$ cat src/rtl/fes_pkg.sv
`timescale 1ns/1ps
package fes_pkg;

  typedef enum logic [3:0] {
    ST_IDLE,
    ST_SWE_ON,
    ST_ARM,
    ST_ESU_ON,
    ST_ERS_ON,
    ST_ERS_OFF,
    ST_ESU_OFF,
    ST_EV_ON,
    ST_DWR,
    ST_DWAIT,
    ST_RD,
    ST_EV_OFF_OK,
    ST_EV_OFF_NG,
    ST_SWE_OFF_OK,
    ST_SWE_OFF_NG
  } fes_state_e;

  localparam int NUM_WAIT   = 9;
  localparam int WI_SWE     = 0;
  localparam int WI_ESU     = 1;
  localparam int WI_ERS     = 2;
  localparam int WI_ERS_OFF = 3;
  localparam int WI_ESU_OFF = 4;
  localparam int WI_EV      = 5;
  localparam int WI_DWR     = 6;
  localparam int WI_EV_OFF  = 7;
  localparam int WI_SWE_OFF = 8;

  function automatic logic is_wait_state(fes_state_e s);
    return !(s inside {ST_IDLE, ST_ARM, ST_DWR, ST_RD});
  endfunction

endpackage

$ cat src/rtl/fes_wait_timer.sv
`timescale 1ns/1ps
module fes_wait_timer #(
  parameter int WAIT_W = 16
) (
  input  logic              clk_i,
  input  logic              rst_ni,
  input  logic              load_i,
  input  logic [WAIT_W-1:0] val_i,
  output logic              zero_o
);

  logic [WAIT_W-1:0] cnt_q;

  always_ff @(posedge clk_i or negedge rst_ni) begin
    if (!rst_ni)             cnt_q <= '0;
    else if (load_i)         cnt_q <= val_i;
    else if (cnt_q != '0)    cnt_q <= cnt_q - 1'b1;
  end

  assign zero_o = (cnt_q == '0);

  assert_timer_step_R3: assert property (@(posedge clk_i) disable iff (!rst_ni)
    (!load_i && cnt_q != '0) |=> (cnt_q == $past(cnt_q) - 1'b1));

  assert_timer_load_R3: assert property (@(posedge clk_i) disable iff (!rst_ni)
    load_i |=> (cnt_q == $past(val_i)));

endmodule

$ cat src/rtl/fes_blk_sel.sv
`timescale 1ns/1ps
module fes_blk_sel #(
  parameter int BLK_W = 8
) (
  input  logic             clk_i,
  input  logic             rst_ni,
  input  logic [BLK_W-1:0] sel_i,
  input  logic             cap_i,
  output logic             ok_o,
  output logic [BLK_W-1:0] sel_q_o
);

  logic [BLK_W-1:0] sel_q;

  // exactly one bit: nonzero and no second bit
  assign ok_o = (sel_i != '0) && ((sel_i & (sel_i - 1'b1)) == '0);

  always_ff @(posedge clk_i or negedge rst_ni) begin
    if (!rst_ni)    sel_q <= '0;
    else if (cap_i) sel_q <= sel_i;
  end

  assign sel_q_o = sel_q;

  assert_sel_onehot_R11: assert property (@(posedge clk_i) disable iff (!rst_ni)
    (cap_i && ok_o) |=> ($countones(sel_q) == 1));

  assert_sel_reject_R2: assert property (@(posedge clk_i) disable iff (!rst_ni)
    (cap_i && ($countones(sel_i) != 1)) |-> !ok_o);

endmodule

$ cat src/rtl/fes_addr_walk.sv
`timescale 1ns/1ps
module fes_addr_walk #(
  parameter int ADDR_W = 16
) (
  input  logic              clk_i,
  input  logic              rst_ni,
  input  logic              cap_i,
  input  logic [ADDR_W-1:0] start_i,
  input  logic [ADDR_W-1:0] end_i,
  input  logic              load_i,
  input  logic              inc_i,
  output logic [ADDR_W-1:0] addr_o,
  output logic              last_o
);

  logic [ADDR_W-1:0] start_q, end_q, addr_q;

  always_ff @(posedge clk_i or negedge rst_ni) begin
    if (!rst_ni) begin
      start_q <= '0;
      end_q   <= '0;
    end else if (cap_i) begin
      start_q <= start_i;
      end_q   <= end_i;
    end
  end

  always_ff @(posedge clk_i or negedge rst_ni) begin
    if (!rst_ni)      addr_q <= '0;
    else if (load_i)  addr_q <= start_q;
    else if (inc_i)   addr_q <= addr_q + 1'b1;
  end

  assign addr_o = addr_q;
  assign last_o = (addr_q == end_q);

  assert_addr_step_R5: assert property (@(posedge clk_i) disable iff (!rst_ni)
    (inc_i && !load_i) |=> (addr_q == $past(addr_q) + 1'b1));

  assert_addr_load_R5: assert property (@(posedge clk_i) disable iff (!rst_ni)
    load_i |=> (addr_q == $past(start_q)));

  assert_no_step_past_end_R5: assert property (@(posedge clk_i) disable iff (!rst_ni)
    inc_i |-> !last_o);

endmodule

$ cat src/rtl/flash_erase_seq.sv
`timescale 1ns/1ps
module flash_erase_seq
  import fes_pkg::*;
#(
  parameter int BLK_W  = 8,
  parameter int ADDR_W = 16,
  parameter int WAIT_W = 16,
  parameter int TRY_W  = 8,
  parameter int DATA_W = 16
) (
  input  logic              clk_i,
  input  logic              rst_ni,
  input  logic              start_i,
  input  logic [BLK_W-1:0]  blk_sel_i,
  input  logic [ADDR_W-1:0] blk_start_i,
  input  logic [ADDR_W-1:0] blk_end_i,
  input  logic [WAIT_W-1:0] wait_swe_on_i,
  input  logic [WAIT_W-1:0] wait_esu_on_i,
  input  logic [WAIT_W-1:0] wait_erase_i,
  input  logic [WAIT_W-1:0] wait_erase_off_i,
  input  logic [WAIT_W-1:0] wait_esu_off_i,
  input  logic [WAIT_W-1:0] wait_ev_on_i,
  input  logic [WAIT_W-1:0] wait_dwr_i,
  input  logic [WAIT_W-1:0] wait_ev_off_i,
  input  logic [WAIT_W-1:0] wait_swe_off_i,
  input  logic [TRY_W-1:0]  try_lim_i,
  input  logic [DATA_W-1:0] rd_data_i,
  output logic              swe_o,
  output logic              esu_o,
  output logic              erase_o,
  output logic              ev_o,
  output logic              wdt_en_o,
  output logic [BLK_W-1:0]  blk_en_o,
  output logic [ADDR_W-1:0] addr_o,
  output logic              wr_o,
  output logic              rd_o,
  output logic              busy_o,
  output logic              done_o,
  output logic              fail_o
);

  localparam logic [TRY_W-1:0] TRY_ONE = TRY_W'(1);

  fes_state_e        state_q, state_d;
  logic [WAIT_W-1:0] cfg_in [NUM_WAIT];
  logic [WAIT_W-1:0] cfg_q  [NUM_WAIT];
  logic [WAIT_W-1:0] tmr_val;
  logic              tmr_load, tmr_zero;
  logic [TRY_W-1:0]  try_q, lim_q;
  logic              idle, sel_ok, accept, accept_ok, reject;
  logic              word_ok, last, retry;
  logic              addr_load, addr_inc;
  logic [BLK_W-1:0]  sel_q;
  logic              done_q, fail_q;

  assign cfg_in[WI_SWE]     = wait_swe_on_i;
  assign cfg_in[WI_ESU]     = wait_esu_on_i;
  assign cfg_in[WI_ERS]     = wait_erase_i;
  assign cfg_in[WI_ERS_OFF] = wait_erase_off_i;
  assign cfg_in[WI_ESU_OFF] = wait_esu_off_i;
  assign cfg_in[WI_EV]      = wait_ev_on_i;
  assign cfg_in[WI_DWR]     = wait_dwr_i;
  assign cfg_in[WI_EV_OFF]  = wait_ev_off_i;
  assign cfg_in[WI_SWE_OFF] = wait_swe_off_i;

  assign idle      = (state_q == ST_IDLE);
  assign accept    = idle && start_i;
  assign accept_ok = accept && sel_ok;
  assign reject    = accept && !sel_ok;
  assign word_ok   = (rd_data_i == '1);
  assign retry     = (try_q < lim_q);

  fes_blk_sel #(.BLK_W(BLK_W)) i_sel (
    .clk_i   (clk_i),
    .rst_ni  (rst_ni),
    .sel_i   (blk_sel_i),
    .cap_i   (accept_ok),
    .ok_o    (sel_ok),
    .sel_q_o (sel_q)
  );

  fes_wait_timer #(.WAIT_W(WAIT_W)) i_tmr (
    .clk_i  (clk_i),
    .rst_ni (rst_ni),
    .load_i (tmr_load),
    .val_i  (tmr_val),
    .zero_o (tmr_zero)
  );

  fes_addr_walk #(.ADDR_W(ADDR_W)) i_walk (
    .clk_i   (clk_i),
    .rst_ni  (rst_ni),
    .cap_i   (accept_ok),
    .start_i (blk_start_i),
    .end_i   (blk_end_i),
    .load_i  (addr_load),
    .inc_i   (addr_inc),
    .addr_o  (addr_o),
    .last_o  (last)
  );

  // configuration snapshot
  always_ff @(posedge clk_i or negedge rst_ni) begin
    if (!rst_ni) begin
      for (int i = 0; i < NUM_WAIT; i++) cfg_q[i] <= '0;
      lim_q <= TRY_ONE;
    end else if (accept_ok) begin
      for (int i = 0; i < NUM_WAIT; i++) cfg_q[i] <= cfg_in[i];
      lim_q <= (try_lim_i == '0) ? TRY_ONE : try_lim_i;
    end
  end

  always_comb begin
    state_d = state_q;
    unique case (state_q)
      ST_IDLE:       if (accept_ok) state_d = ST_SWE_ON;
      ST_SWE_ON:     if (tmr_zero)  state_d = ST_ARM;
      ST_ARM:                       state_d = ST_ESU_ON;
      ST_ESU_ON:     if (tmr_zero)  state_d = ST_ERS_ON;
      ST_ERS_ON:     if (tmr_zero)  state_d = ST_ERS_OFF;
      ST_ERS_OFF:    if (tmr_zero)  state_d = ST_ESU_OFF;
      ST_ESU_OFF:    if (tmr_zero)  state_d = ST_EV_ON;
      ST_EV_ON:      if (tmr_zero)  state_d = ST_DWR;
      ST_DWR:                       state_d = ST_DWAIT;
      ST_DWAIT:      if (tmr_zero)  state_d = ST_RD;
      ST_RD: begin
        if (!word_ok)   state_d = ST_EV_OFF_NG;
        else if (last)  state_d = ST_EV_OFF_OK;
        else            state_d = ST_DWR;
      end
      ST_EV_OFF_OK:  if (tmr_zero)  state_d = ST_SWE_OFF_OK;
      ST_EV_OFF_NG:  if (tmr_zero)  state_d = retry ? ST_ESU_ON : ST_SWE_OFF_NG;
      ST_SWE_OFF_OK: if (tmr_zero)  state_d = ST_IDLE;
      ST_SWE_OFF_NG: if (tmr_zero)  state_d = ST_IDLE;
      default:                      state_d = ST_IDLE;
    endcase
  end

  // timer is loaded on entry to each wait phase
  always_comb begin
    tmr_load = (state_d != state_q) && is_wait_state(state_d);
    unique case (state_d)
      ST_SWE_ON:                    tmr_val = cfg_in[WI_SWE];
      ST_ESU_ON:                    tmr_val = cfg_q[WI_ESU];
      ST_ERS_ON:                    tmr_val = cfg_q[WI_ERS];
      ST_ERS_OFF:                   tmr_val = cfg_q[WI_ERS_OFF];
      ST_ESU_OFF:                   tmr_val = cfg_q[WI_ESU_OFF];
      ST_EV_ON:                     tmr_val = cfg_q[WI_EV];
      ST_DWAIT:                     tmr_val = cfg_q[WI_DWR];
      ST_EV_OFF_OK, ST_EV_OFF_NG:   tmr_val = cfg_q[WI_EV_OFF];
      ST_SWE_OFF_OK, ST_SWE_OFF_NG: tmr_val = cfg_q[WI_SWE_OFF];
      default:                      tmr_val = '0;
    endcase
  end

  assign addr_load = (state_d == ST_EV_ON) && (state_q != ST_EV_ON);
  assign addr_inc  = (state_q == ST_RD) && word_ok && !last;

  always_ff @(posedge clk_i or negedge rst_ni) begin
    if (!rst_ni) state_q <= ST_IDLE;
    else         state_q <= state_d;
  end

  always_ff @(posedge clk_i or negedge rst_ni) begin
    if (!rst_ni)
      try_q <= '0;
    else if (state_q == ST_ARM)
      try_q <= TRY_ONE;
    else if (state_q == ST_EV_OFF_NG && state_d == ST_ESU_ON)
      try_q <= try_q + 1'b1;
  end

  always_ff @(posedge clk_i or negedge rst_ni) begin
    if (!rst_ni) begin
      done_q <= 1'b0;
      fail_q <= 1'b0;
    end else begin
      done_q <= (state_q == ST_SWE_OFF_OK) && tmr_zero;
      fail_q <= ((state_q == ST_SWE_OFF_NG) && tmr_zero) || reject;
    end
  end

  assign busy_o   = !idle;
  assign swe_o    = !(state_q inside {ST_IDLE, ST_SWE_OFF_OK, ST_SWE_OFF_NG});
  assign esu_o    = state_q inside {ST_ESU_ON, ST_ERS_ON, ST_ERS_OFF};
  assign erase_o  = (state_q == ST_ERS_ON);
  assign ev_o     = state_q inside {ST_EV_ON, ST_DWR, ST_DWAIT, ST_RD};
  assign wdt_en_o = state_q inside {ST_ARM, ST_ESU_ON, ST_ERS_ON, ST_ERS_OFF, ST_ESU_OFF};
  assign wr_o     = (state_q == ST_DWR);
  assign rd_o     = (state_q == ST_RD);
  assign blk_en_o = (swe_o && state_q != ST_SWE_ON) ? sel_q : '0;
  assign done_o   = done_q;
  assign fail_o   = fail_q;

  assert_erase_in_setup_R3: assert property (@(posedge clk_i) disable iff (!rst_ni)
    erase_o |-> (esu_o && swe_o && wdt_en_o));

  assert_erase_after_setup_R3: assert property (@(posedge clk_i) disable iff (!rst_ni)
    $rose(erase_o) |-> $past(esu_o));

  assert_wdt_off_verify_R4: assert property (@(posedge clk_i) disable iff (!rst_ni)
    ev_o |-> !wdt_en_o);

  assert_ev_excl_setup_R5: assert property (@(posedge clk_i) disable iff (!rst_ni)
    ev_o |-> !esu_o);

  assert_rw_in_verify_R5: assert property (@(posedge clk_i) disable iff (!rst_ni)
    (wr_o || rd_o) |-> (ev_o && !(wr_o && rd_o)));

  assert_try_bound_R7: assert property (@(posedge clk_i) disable iff (!rst_ni)
    (busy_o && !(state_q inside {ST_SWE_ON, ST_ARM})) |-> (try_q >= TRY_ONE && try_q <= lim_q));

  assert_done_pulse_R8: assert property (@(posedge clk_i) disable iff (!rst_ni)
    done_o |=> !done_o);

  assert_no_done_fail_R8: assert property (@(posedge clk_i) disable iff (!rst_ni)
    !(done_o && fail_o));

  assert_quiet_idle_R2: assert property (@(posedge clk_i) disable iff (!rst_ni)
    !busy_o |-> !(swe_o || esu_o || erase_o || ev_o || wdt_en_o || wr_o || rd_o));

  assert_busy_from_start_R9: assert property (@(posedge clk_i) disable iff (!rst_ni)
    $rose(busy_o) |-> $past(start_i));

  assert_blk_en_R11: assert property (@(posedge clk_i) disable iff (!rst_ni)
    (blk_en_o != '0) |-> (swe_o && $countones(blk_en_o) == 1));

endmodule

$ cat config.mk
export PLATFORM = sky130hd
export DESIGN_NAME = flash_erase_seq
export DESIGN_NICKNAME = d
export VERILOG_FILES = /design/src/rtl/fes_pkg.sv /design/src/rtl/fes_wait_timer.sv /design/src/rtl/fes_blk_sel.sv /design/src/rtl/fes_addr_walk.sv /design/src/rtl/flash_erase_seq.sv
export SDC_FILE = /design/constraint.sdc
export NUM_CORES = 1
export LEC_CHECK = 0
export ABC_CLOCK_PERIOD_IN_PS = 3500
export BUFFER_PORTS_ARGS = -buffer_cell sky130_fd_sc_hd__buf_2
export CAP_MARGIN = 10
export CORE_MARGIN = 2
export CORE_UTILIZATION = 55
export DETAILED_ROUTE_END_ITERATION = 16
export GPL_ROUTABILITY_DRIVEN = 0
export PLACE_DENSITY = 0.86
export SLEW_MARGIN = 20
export SYNTH_ARGS = -nofsm -noshare
export SYNTH_HDL_FRONTEND = slang
export SYNTH_SLANG_ARGS = --single-unit
$ cat constraint.sdc
create_clock -name clk_i -period 3.5 [get_ports clk_i]
set_input_delay 0.7 -clock clk_i [delete_from_list [all_inputs] [get_ports clk_i]]
set_output_delay 0.7 -clock clk_i [all_outputs]
set_load 0.01 [all_outputs]
==> results.ini <==
[synthesis]
avgSynthCellArea_um2=8.44
syn-cell-area_um2=10900
synth_edf_count=0
ys.flop_type=dfrtp_1
yosysUniqueCellTypes=71
seq_area_frac_synth_pct=50.8
syn-num-nets=1516
async_flop_share_pct=100
synth_seq_cells=222
ys_warn_count=0
syn_inst=1295

[routing]
vias=10426
drc=0
viasPerCell=5.73
drtIter0Drc=949
drt_wl_total_mm=32.0
ant_nets=0
firstDrtPassIters=5
wl_per_cell_um=17.6

[floorplan]
start_util_pct=56.2
die_h_um=145
placementRows=51
die_x_um=145
die_area_um2=21000
fp.coreArea_um2=19500
pin_count=245

[sta]
maxSlewHeadroom_pct=44.9
clock-skew-final_ps=11.0
worst_pin_slew_ps=827
hold_violations=0
fin_crit_sh_pct=98.3
final-setup-viol-count=0
fmax_mhz=291
min_period_ps=3440
slew_viol_final=0
tns_ps=0

[worst_setup_path]
cp.required_ps=3870
worstSetupEndpointType=register
cp_max_fo=9
worst_path_max_delay_cell=o221a_2
slowest_delay_ps=420
critPathLaunchType=register
crit_arrival_ps=3810
worst_path_most_repeated_cell=buf_4
reg2reg_slack_ps=60
cp_cell_sequence=inv_1, ha_1, nor3b_4, nand4_1, buf_4, nor2_1, xnor2_1, o221a_2, clkinv_1, buf_4, nand2_1, o21ai_0, a21oi_1, a22oi_1
worstSetupPathType=reg2reg
rr_endpoint=i_tmr.cnt_q[0]
reg2reg_depth=14
rr_startpoint=i_tmr.cnt_q[0]

[layout]
final_nets=1759
fin_area_um2=13400
fin_cells=1819
fill_cells=1464
post-route-util_pct=69.0
antenna_cells=0
layout-drive-gt1-share_pct=22.3
syn2layout_area_growth_pct=22.9

[clock_tree]
numCtsBuffers=24
cts_sinks=222
cts_tree=yes
path_clk_slew_ps=60
cts.path.max_buffers=3
clk_latency_ps=520
ctsHtreeMaxLevel=1
cts_root_buffer=clkbuf_16

[place]
dpl.hpwl_mm=22.7
post-place-cells=1776
io_buffers=244
placed_area_um2=12500

[grt]
grt.overflow.total=0
antenna_found_initial=2
grt_max_degree=96
grt_pass1_wl_mm=51.7
grt_pass1_vias=10124
grt_use_total_pct=30.3

[job]
cap_violations=0

[power]
leakagePower_nw=7.25
power.density_nw_per_um2=405
max-vdd-ir-drop_mv=0.348

[outcome]
status=finished, final reports clean

[min_path]
hold_class=in2async

## worst max path at each step
stage,from,to,slack [ps],depth (start not counted)
4_1_cts,i_tmr.cnt_q[0],i_tmr.cnt_q[12],120,11
6_report,i_tmr.cnt_q[0],i_tmr.cnt_q[0],60,14
3_3_place_gp,blk_sel_i[1],cfg_q[14],200,9
2_1_floorplan,i_tmr.cnt_q[0],i_tmr.cnt_q[12],540,13
3_5_place_dp,blk_sel_i[1],i_tmr.cnt_q[12],120,10
5_1_grt,i_tmr.cnt_q[0],i_tmr.cnt_q[4],-100,13
## flip-flops by register name (all words and copies together) (netlist names)
register        cells
state_q             4
i_tmr.cnt_q        16
cfg_q             128
i_walk.end_q       16
done_o              1
lim_q               8
try_q               8
i_sel.sel_q_o       8
i_walk.start_q     16
i_walk.addr_o      16
fail_o              1
## synthesized netlist by cell type, drive strengths merged, types with 18 or more instances
| library cell | instances | area (µm²) |
|---|---|---|
| a21oi | 51 | 259 |
| a221oi | 23 | 201 |
| nor2 | 53 | 204 |
| nand2 | 569 | 2140 |
| mux2i | 18 | 180 |
| dfrtp | 221 | 5530 |
| clkbuf | 46 | 174 |
| buf | 19 | 101 |
| nor3 | 21 | 105 |
| o21ai | 34 | 170 |
| xnor2 | 30 | 263 |
| nand3 | 19 | 108 |
## kinds of logic after synthesis
family / Yosys count / share of synthesized area (%)
xor+xnor: 44 / 3.52
fa+ha+maj: 12 / 1.33
buf+inv: 81 / 3.07
mux: 18 / 1.65
simple gates: 740 / 28.4
flops: 222 / 50.8
compound gates: 178 / 11.2
## per-layer routing
metal  up-vias  GRT usage, %  wire length, µm
met5         -             0               11
met4         2          7.97              989
met3        80          5.25             2890
met2       519          51.2            15800
met1      5007          40.6            12400
li1       4818             -                -
## critical path: cells and delay by family, from the launching register on
family | cells | cell delay [ps]
adder cells (fa/ha/maj) | 1 | 250
AO/OA/AOI/OAI | 4 | 960
XOR/XNOR | 1 | 160
flip-flops | 1 | 380
AND/OR/NAND/NOR | 4 | 760
buffers and inverters | 4 | 780
## power breakdown
part	leakage, nW	internal, mW	total [mW]	switching, mW
logic	3.85	0.0956	0.199	0.103
registers	2.99	2.57	2.57	0
clock network	0.409	1.63	2.67	1.05
## stage by stage
stage / setup slack, ps / hold slack (ps) / total power [mW]
floorplan: 538 / 404 / 2.62
global placement: 204 / 441 / 2.81
detailed placement: 119 / 448 / 2.81
CTS: 116 / 244 / 5.45
global route: -99.5 / 286 / 5.59
finish: 60.6 / 225 / 5.44
## area by class of cell
cell class	count	area (µm²)	area share, %
Tap cell	265	332	2.47
Multi-Input combinational cell	992	5100	37.9
Timing Repair Buffer	282	1550	11.6
Clock inverter	10	134	0.996
Sequential cell	222	5560	41.4
Clock buffer	32	702	5.22
Inverter	16	60.1	0.447
## cell usage in the layout, fill, tap and decap left out, types with 3 or more instances in the layout
cell       netlist  final
nand2b_1         9      9
inv_1           14     14
a22oi_1          7      7
xor2_1          14     14
clkbuf_16        0     25
and2_1           9      9
or4_1            3      3
nor2_1          51     51
and3_1           5      5
ha_1            10     10
nor3_1          21     20
or3_1            8      8
mux2i_1         18     18
nand2_1        569    569
dfrtp_1        221    221
o31ai_1         10     10
a21oi_1         50     49
a31oi_1         14     14
clkinv_2         0      4
nor3b_1          7      6
buf_12           0      3
a221oi_1        23     23
clkbuf_8         0      5
xnor2_1         30     30
o21ai_0         34     34
nand3_1         18     18
buf_2            6    243
o21a_1           3      3
bufinv_16        0      3
a221o_1          6      6
nor4_1           9      9
and4_1           5      4
nand4_1         14     14
buf_4            2     35
## timing repair
item,4_1_cts,5_1_grt
endpoints found under the hold margin,0,0
gates resized for setup,0,8
setup buffers,0,1
endpoints found under the setup margin,0,16
hold buffers,0,0
Power figures use the tool's default switching activity.
